$ cat config.mk
export PLATFORM = sky130hd
export DESIGN_NAME = hclk_widener
export DESIGN_NICKNAME = d
export VERILOG_FILES = /design/src/rtl/hclkw_pkg.sv /design/src/rtl/hclkw_ctrl.sv /design/src/rtl/hclkw_div.sv /design/src/rtl/hclkw_fanout.sv /design/src/rtl/hclk_widener.sv
export SDC_FILE = /design/constraint.sdc
export NUM_CORES = 1
export LEC_CHECK = 0
export BUFFER_PORTS_ARGS = -buffer_cell sky130_fd_sc_hd__buf_2
export CELL_PAD_IN_SITES_DETAIL_PLACEMENT = 1
export CELL_PAD_IN_SITES_GLOBAL_PLACEMENT = 1
export CORE_AREA = 5 5 43 45
export CTS_BUF_LIST = sky130_fd_sc_hd__clkbuf_8
export DETAILED_ROUTE_END_ITERATION = 16
export DIE_AREA = 0 0 48 50
export PLACE_DENSITY = 0.83
export SYNTH_ARGS = -nofsm -noshare
export SYNTH_HDL_FRONTEND = slang
export SYNTH_SLANG_ARGS = --single-unit
$ cat constraint.sdc
create_clock -name clk -period 1.8 [get_ports clk]
set_clock_uncertainty 0.1 [all_clocks]
set_input_delay 0.18 -clock clk [delete_from_list [all_inputs] [get_ports clk]]
set_output_delay 0.18 -clock clk [all_outputs]
set_load 0.01 [all_outputs]
$ cat src/rtl/hclkw_pkg.sv
package hclkw_pkg;

    localparam int CODE_W = 4;
    localparam int CNT_W  = CODE_W + 1;

    typedef enum logic [1:0] {
        HB_MODE0    = 2'd0,
        HB_MODE1    = 2'd1,
        HB_MODE2    = 2'd2,
        HB_MODE_RSV = 2'd3
    } hb_mode_e;

    typedef struct packed {
        logic wide;     // slowed operation requested this tick
        logic restart;  // blanking just began: realign divider
    } div_ctl_t;

    function automatic logic mode_allows_wide(hb_mode_e m);
        return (m == HB_MODE0) || (m == HB_MODE1);
    endfunction

    // last count value of a half-period of 2n ticks
    function automatic logic [CNT_W-1:0] half_last(logic [CODE_W-1:0] code);
        logic [CNT_W-1:0] twice;
        twice = {code, 1'b0};
        return twice - {{(CNT_W-1){1'b0}}, 1'b1};
    endfunction

endpackage

$ cat src/rtl/hclkw_ctrl.sv
module hclkw_ctrl
    import hclkw_pkg::*;
(
    input  logic              clk,
    input  logic              rst,
    input  logic              blank_i,
    input  hb_mode_e          mode_i,
    input  logic [CODE_W-1:0] code_i,
    output div_ctl_t          ctl_o
);

    logic blank_q;

    always_ff @(posedge clk) begin
        if (rst) begin
            blank_q <= 1'b0;
        end else begin
            blank_q <= blank_i;
        end
    end

    always_comb begin
        ctl_o.wide    = blank_i && mode_allows_wide(mode_i) && (code_i != '0);
        ctl_o.restart = blank_i && !blank_q;
    end

endmodule

$ cat src/rtl/hclkw_div.sv
module hclkw_div
    import hclkw_pkg::*;
(
    input  logic              clk,
    input  logic              rst,
    input  div_ctl_t          ctl_i,
    input  logic [CODE_W-1:0] code_i,
    output logic              ph_o
);

    logic [CNT_W-1:0] cnt;
    logic [CNT_W-1:0] last;

    assign last = half_last(code_i);

    always_ff @(posedge clk) begin
        if (rst) begin
            ph_o <= 1'b0;
            cnt  <= '0;
        end else if (!ctl_i.wide) begin
            ph_o <= ~ph_o;
            cnt  <= '0;
        end else if (ctl_i.restart) begin
            ph_o <= 1'b1;
            cnt  <= '0;
        end else if (cnt >= last) begin
            ph_o <= ~ph_o;
            cnt  <= '0;
        end else begin
            cnt  <= cnt + 1'b1;
        end
    end

endmodule

$ cat src/rtl/hclkw_fanout.sv
module hclkw_fanout #(
    parameter int NUM_PAIRS = 4
) (
    input  logic                 ph_i,
    output logic [NUM_PAIRS-1:0] ph_a_o,
    output logic [NUM_PAIRS-1:0] ph_b_o
);

    for (genvar g = 0; g < NUM_PAIRS; g++) begin : g_pair
        assign ph_a_o[g] = ph_i;
        assign ph_b_o[g] = ~ph_i;
    end

endmodule

$ cat src/rtl/hclk_widener.sv
module hclk_widener
    import hclkw_pkg::*;
#(
    parameter int NUM_PAIRS = 4
) (
    input  logic                 clk,
    input  logic                 rst,
    input  logic                 blank_i,
    input  logic [1:0]           mode_i,
    input  logic [3:0]           width_code_i,
    output logic [NUM_PAIRS-1:0] ph_a_o,
    output logic [NUM_PAIRS-1:0] ph_b_o
);

    div_ctl_t ctl;
    logic     ph;

    hclkw_ctrl u_ctrl (
        .clk     (clk),
        .rst     (rst),
        .blank_i (blank_i),
        .mode_i  (hb_mode_e'(mode_i)),
        .code_i  (width_code_i),
        .ctl_o   (ctl)
    );

    hclkw_div u_div (
        .clk    (clk),
        .rst    (rst),
        .ctl_i  (ctl),
        .code_i (width_code_i),
        .ph_o   (ph)
    );

    hclkw_fanout #(.NUM_PAIRS(NUM_PAIRS)) u_fan (
        .ph_i   (ph),
        .ph_a_o (ph_a_o),
        .ph_b_o (ph_b_o)
    );

endmodule

==> results of run 1 <==
==> worst min-delay path by stage <==
stage / start / endpoint / slack [ns] / depth (start not counted)
2_1_floorplan: rst / u_ctrl.blank_q / 0.15 / 1
3_3_place_gp: rst / u_ctrl.blank_q / 0.28 / 2
3_5_place_dp: rst / u_div.ph_o / 0.30 / 2
4_1_cts: rst / u_div.ph_o / 0.06 / 2
5_1_grt: rst / u_div.ph_o / 0.07 / 2
6_report: rst / u_div.ph_o / 0.06 / 2
==> kinds of logic after synthesis <==
group | Yosys count | share of synthesized area
DFF | 7 | 0.290
buffers and inverters | 11 | 0.140
adders and majority gates | 6 | 0.155
and+or+nand+nor | 18 | 0.189
xor gates and xnor gates | 5 | 0.0907
AOI/OAI and AO/OA | 5 | 0.135
==> sequential cells by signal (all words and copies together) (netlist names) <==
register / count
u_ctrl.blank_q: 1
u_div.ph_o: 1
u_div.cnt: 5
==> synthesized netlist by cell type, drive strengths merged <==
| library cell | count | area share |
|---|---|---|
| a211oi | 1 | 0.026 |
| nor2 | 8 | 0.067 |
| nor3b | 1 | 0.026 |
| dfxtp | 7 | 0.29 |
| inv | 4 | 0.031 |
| xor2 | 2 | 0.036 |
| a2111oi | 1 | 0.031 |
| o211ai | 1 | 0.026 |
| xnor2 | 3 | 0.054 |
| buf | 7 | 0.11 |
| ha | 6 | 0.16 |
| nor3 | 3 | 0.031 |
| nand2b | 1 | 0.013 |
| nand3 | 2 | 0.021 |
| o221a | 1 | 0.041 |
| and3 | 1 | 0.016 |
| nand2 | 2 | 0.016 |
| a21oi | 1 | 0.010 |
==> cell type report <==
| class | instances | area (sq um) |
|---|---|---|
| Timing Repair Buffer | 17 | 90.1 |
| Clock buffer | 3 | 41.3 |
| Clock inverter | 1 | 3.75 |
| Tap cell | 16 | 20.0 |
| Multi-Input combinational cell | 34 | 275 |
| Sequential cell | 7 | 140 |
| Inverter | 4 | 15.0 |
| Fill cell | 179 | 851 |
==> critical path: cells and delay by family (launching register included) <==
| kind | cells | cell delay [ns] |
|---|---|---|
| compound gates | 3 | 0.77 |
| simple gates | 1 | 0.05 |
| fa+ha+maj | 1 | 0.26 |
| flops | 1 | 0.37 |
==> cells in the final DEF (no fill, tap or decap), types with 3 or more instances in the layout <==
cell and count:
ha_1 6, nor3_1 3, buf_2 15, dfxtp_1 7
nor2_1 7, xnor2_1 3, inv_1 4, clkbuf_8 3
==> power groups by stage <==
stage	clock network, mW	logic (mW)	registers [mW]
2_1_floorplan	0	0.0661	0.167
3_3_place_gp	0	0.0798	0.168
3_5_place_dp	0	0.0852	0.168
4_1_cts	0.225	0.0853	0.166
5_1_grt	0.236	0.0923	0.166
6_report	0.217	0.0828	0.165
==> per-layer routing <==
layer | vias to the layer above | track usage | share of wire
li1 | 199 | - | -
met1 | 183 | 0.101 | 0.33
met5 | - | 0 | 0
met3 | 4 | 0.0582 | 0.090
met2 | 13 | 0.194 | 0.56
met4 | 0 | 0.0538 | 0.021
==> results.cfg, run 1 <==
[power_and_ir_drop]
internal_power_uw = 347
power_frac_clock = 0.466
cellPowerDensity_nw_per_um2 = 794
swShare = 0.254
power_switching_uw = 118
power_frac_seq = 0.356
p_leak_nw = 0.278
p_total_uw = 465
power_frac_comb = 0.178
ir_drop_mv = 0.419

[detailed_routing]
drtIter0Drc = 2
wl_per_cell_um = 13.5
firstDrtPassIters = 3
wl_mm = 1.11
vias_per_cell = 4.87
vias = 399
ant_nets = 0
drc_errors = 0

[worst_setup_path]
slowest_delay_ns = 0.37
r2r-end = u_div.ph_o
rrSetupSlack_ns = 0.14
crit_slowest_cell = dfxtp_1
crit_path_end_kind = register
rr_startpoint = u_div.cnt[1]
crit_required_ns = 1.82
crit_fanout = 4
crit_end = u_div.ph_o
worstPathArrival_ns = 1.68
r2r_cells = 5
crit_path_start_kind = register
path_class = reg -> reg
crit_chain = ha_1 > a211oi_2 > o221a_4 > nor2_2 > a2111oi_2
critPathLaunch = u_div.cnt[1]

[clocking]
cts_resized = 0
clk_latency_ns = 0.23
cts_buffer_depth = 2
htree_num_levels = 1
cts_tree = done
cts_sinks = 7
hold_buffers = 0
path_clk_slew_ns = 0.04
cts_buffers = 3
post_cts_buffers = 0
root_buffer = clkbuf_8

[synth]
ys_types = 20
syn_nets = 67
ys_ff_latch = 7
ys_seq_area_frac = 0.290
syn_inst = 52
syn_area_per_cell_sq_um = 9.29
yosysWarnings = 0
synth_area_sq_um = 483

[finish]
final-instance-count-excl-fill = 82
area_delta_synth_final_pct = 21.2
drive_above_1_share = 0.424
finalNetCount = 82
n_antenna_cell = 0
stdcell_area_sq_um = 586
fin_util = 0.408

[sta]
whs_ns = 0.0615
worstMarginPinSlew_ns = 0.263
rsz0062_at_grt = false
slew_viol_final = 0
layout_setup_ws_ns = 0.140
finalHoldViolCount = 0
post-route-period-util = 0.922
final.setup.tns_ns = 0
maxSlewHeadroom = 0.824
fin_crit_ns = 1.66
max_freq_mhz = 602
setup_viol = 0

[job]
maxCapViolCount = 0

[global_routing]
grt_pass1_wl_mm = 1.78
grt_usage = 0.112
gr-total-overflow = 0
grt_max_degree = 8
grt_pass1_vias = 402
antenna_found_initial = 0

[place]
gp_congestion = 0.749
place_area_sq_um = 541
place_ws_ns = -0.0991
io_buffers = 15
dp_cells = 78

[die]
floorplan.initialDensity = 0.336
die_area_sq_um = 2400
core_sq_um = 1440
rows = 14
die_height_um = 50
die_w_um = 48
pin_count = 17

[worst_hold_path]
hp-class = in -> reg

[outcome]
outcome = completed
Note: power is estimated with default switching activity, not from simulation.
==> inputs of run 2 (changes only) <==
--- a/config.mk
+++ b/config.mk
@@ -8,11 +8,11 @@
 export BUFFER_PORTS_ARGS = -buffer_cell sky130_fd_sc_hd__buf_2
 export CELL_PAD_IN_SITES_DETAIL_PLACEMENT = 1
 export CELL_PAD_IN_SITES_GLOBAL_PLACEMENT = 1
-export CORE_AREA = 5 5 43 45
+export CORE_AREA = 5 5 42 44
 export CTS_BUF_LIST = sky130_fd_sc_hd__clkbuf_8
 export DETAILED_ROUTE_END_ITERATION = 16
-export DIE_AREA = 0 0 48 50
-export PLACE_DENSITY = 0.83
+export DIE_AREA = 0 0 47 49
+export PLACE_DENSITY = 0.87
 export SYNTH_ARGS = -nofsm -noshare
 export SYNTH_HDL_FRONTEND = slang
 export SYNTH_SLANG_ARGS = --single-unit
==> constraint.sdc (replaced) <==
create_clock -name clk -period 2.12 [get_ports clk]
set_clock_uncertainty 0.1 [all_clocks]
set_input_delay 0.212 -clock clk [delete_from_list [all_inputs] [get_ports clk]]
set_output_delay 0.212 -clock clk [all_outputs]
set_load 0.01 [all_outputs]
==> run 2 against run 1 <==
  * Critical path depth rose by 3
  * Non-clock buffer count fell by 2
  * First-iteration DRC count fell by 50%
  * Power down 17%
  * Flip-flop and latch count is the same
  * Register-to-register slack improved by 0.36 ns
  * Sequential power is 15% lower
  * Largest cell class unchanged
  * Largest power group unchanged
==> results.cfg, run 2 (synthesis gave the netlist of run 1 again) <==
[finish]
final-instance-count-excl-fill = 80
largest_register_ffs = 5
finalNetCount = 80
area_delta_synth_final_pct = 18.1
n_antenna_cell = 0
nFillCells = 186
mostFrequentLayoutCells = buf_2 (15), nor2_1 (7), dfxtp_1 (7)
drive_above_1_share = 0.406
top_register = u_div.cnt
final_common_cell = buf_2
top_regs = u_div.cnt (5), u_ctrl.blank_q (1), u_div.ph_o (1)

[place]
place_ws_ns = 0.0763
dpl.hpwl_um = 909
dp_cells = 76
io_buffers = 15
gp_congestion = 0.710

[detailed_routing]
firstDrtPassIters = 2
drc_errors = 0
vias = 382
drtIter0Drc = 1
wl_mm = 1.00
wl_per_cell_um = 12.6
vias_per_cell = 4.78
ant_nets = 0

[clocking]
cts_buffer_depth = 2
cts_sinks = 7
cts_resized = 0
clk_latency_ns = 0.22
cts_buffers = 3
hold_buffers = 0
htree_num_levels = 1
cts_tree = done
path_clk_slew_ns = 0.04
root_buffer = clkbuf_8
post_cts_buffers = 0

[sta]
layout_setup_ws_ns = 0.364
rsz0062_at_grt = false
max_freq_mhz = 569
finalHoldViolCount = 0
maxSlewHeadroom = 0.827
slew_viol_final = 0
final.setup.tns_ns = 0
setup_viol = 0
fin_crit_ns = 1.76
post-route-period-util = 0.828
worstMarginPinSlew_ns = 0.260

[global_routing]
grt_pass1_vias = 404
gr-total-overflow = 0
grt_max_degree = 8
grt_usage = 0.104
grt_pass1_wl_mm = 1.64
antenna_found_initial = 0

[worst_setup_path]
rr_startpoint = u_div.cnt[1]
crit_path_end_kind = register
crit_required_ns = 2.14
crit_path_start_kind = primary input
rrSetupSlack_ns = 0.50
r2r_cells = 5
path_class = in -> reg
crit_fanout = 4
worstPathArrival_ns = 1.77
r2r-end = u_div.ph_o

[power_and_ir_drop]
p_leak_nw = 0.268
cellPowerDensity_nw_per_um2 = 673
ir_drop_mv = 0.444

[die]
rows = 14
die_area_sq_um = 2300
floorplan.initialDensity = 0.345
die_w_um = 47
die_height_um = 49
core_sq_um = 1400
pin_count = 17

[worst_hold_path]
hp-class = in -> reg
hold_depth = 2
hold_path.startpoint = rst
hold_path_end = u_div.ph_o

[outcome]
outcome = completed

[job]
maxCapViolCount = 0
==> run 2: changes by cell type in the layout (fill, tap and decap cells not counted), sizes merged <==
cell	delta
buf	-2
==> run 2: metal layers <==
| layer | vias up | global-route usage | routed length [um] |
|---|---|---|---|
| met5 | - | 0 | 0 |
| met3 | 2 | 0.0664 | 78 |
| met4 | 0 | 0.0415 | 14 |
| met2 | 11 | 0.174 | 526 |
| li1 | 192 | - | - |
| met1 | 177 | 0.0956 | 385 |
==> run 2: critical path, stage by stage <==
cell	delay [ns]
buf_2	0.12
nor3_1	0.23
xnor2_1	0.16
ha_1	0.27
a21oi_1	0.22
o221a_4	0.24
nor2_2	0.05
a2111oi_2	0.27
==> run 2: layout make-up <==
class / instances / area (sq um) / area share
multi-input cells: 34 / 275 / 0.482
inverters: 4 / 15.0 / 0.0263
repair buffers: 15 / 75.1 / 0.132
clock buffers: 3 / 41.3 / 0.0724
clock inverters: 1 / 3.75 / 0.00658
well taps: 16 / 20.0 / 0.0351
flip-flops and latches: 7 / 140 / 0.246
==> run 2: metrics by stage <==
stage | utilization | hold slack [ns] | power, mW | area (sq um)
final | 0.407 | 0.0991 | 0.384 | 571
after floorplan | - | 0.179 | 0.198 | 483
after detailed placement | 0.375 | 0.336 | 0.211 | 526
after global placement | 0.375 | 0.312 | 0.207 | 526
after CTS | 0.407 | 0.0968 | 0.396 | 571
after global routing | 0.407 | 0.0899 | 0.415 | 571
==> run 2: worst max path at each step <==
| stage | endpoint | depth (start not counted) | from | slack, ns |
|---|---|---|---|---|
| after detailed placement | u_div.ph_o | 8 | width_code_i[2] | 0.08 |
| after global placement | u_div.ph_o | 8 | width_code_i[2] | 0.20 |
| final | u_div.ph_o | 8 | width_code_i[2] | 0.36 |
| after floorplan | u_div.ph_o | 7 | width_code_i[1] | 0.44 |
| after CTS | u_div.ph_o | 8 | width_code_i[2] | 0.31 |
| after global routing | u_div.ph_o | 8 | width_code_i[2] | 0.25 |
==> run 2: where the power goes <==
| group | leakage [nW] | switching, mW | internal, mW |
|---|---|---|---|
| Combinational | 0.184 | 0.0355 | 0.0307 |
| Clock | 0.0269 | 0.0525 | 0.125 |
| Sequential | 0.0571 | 0.00434 | 0.136 |
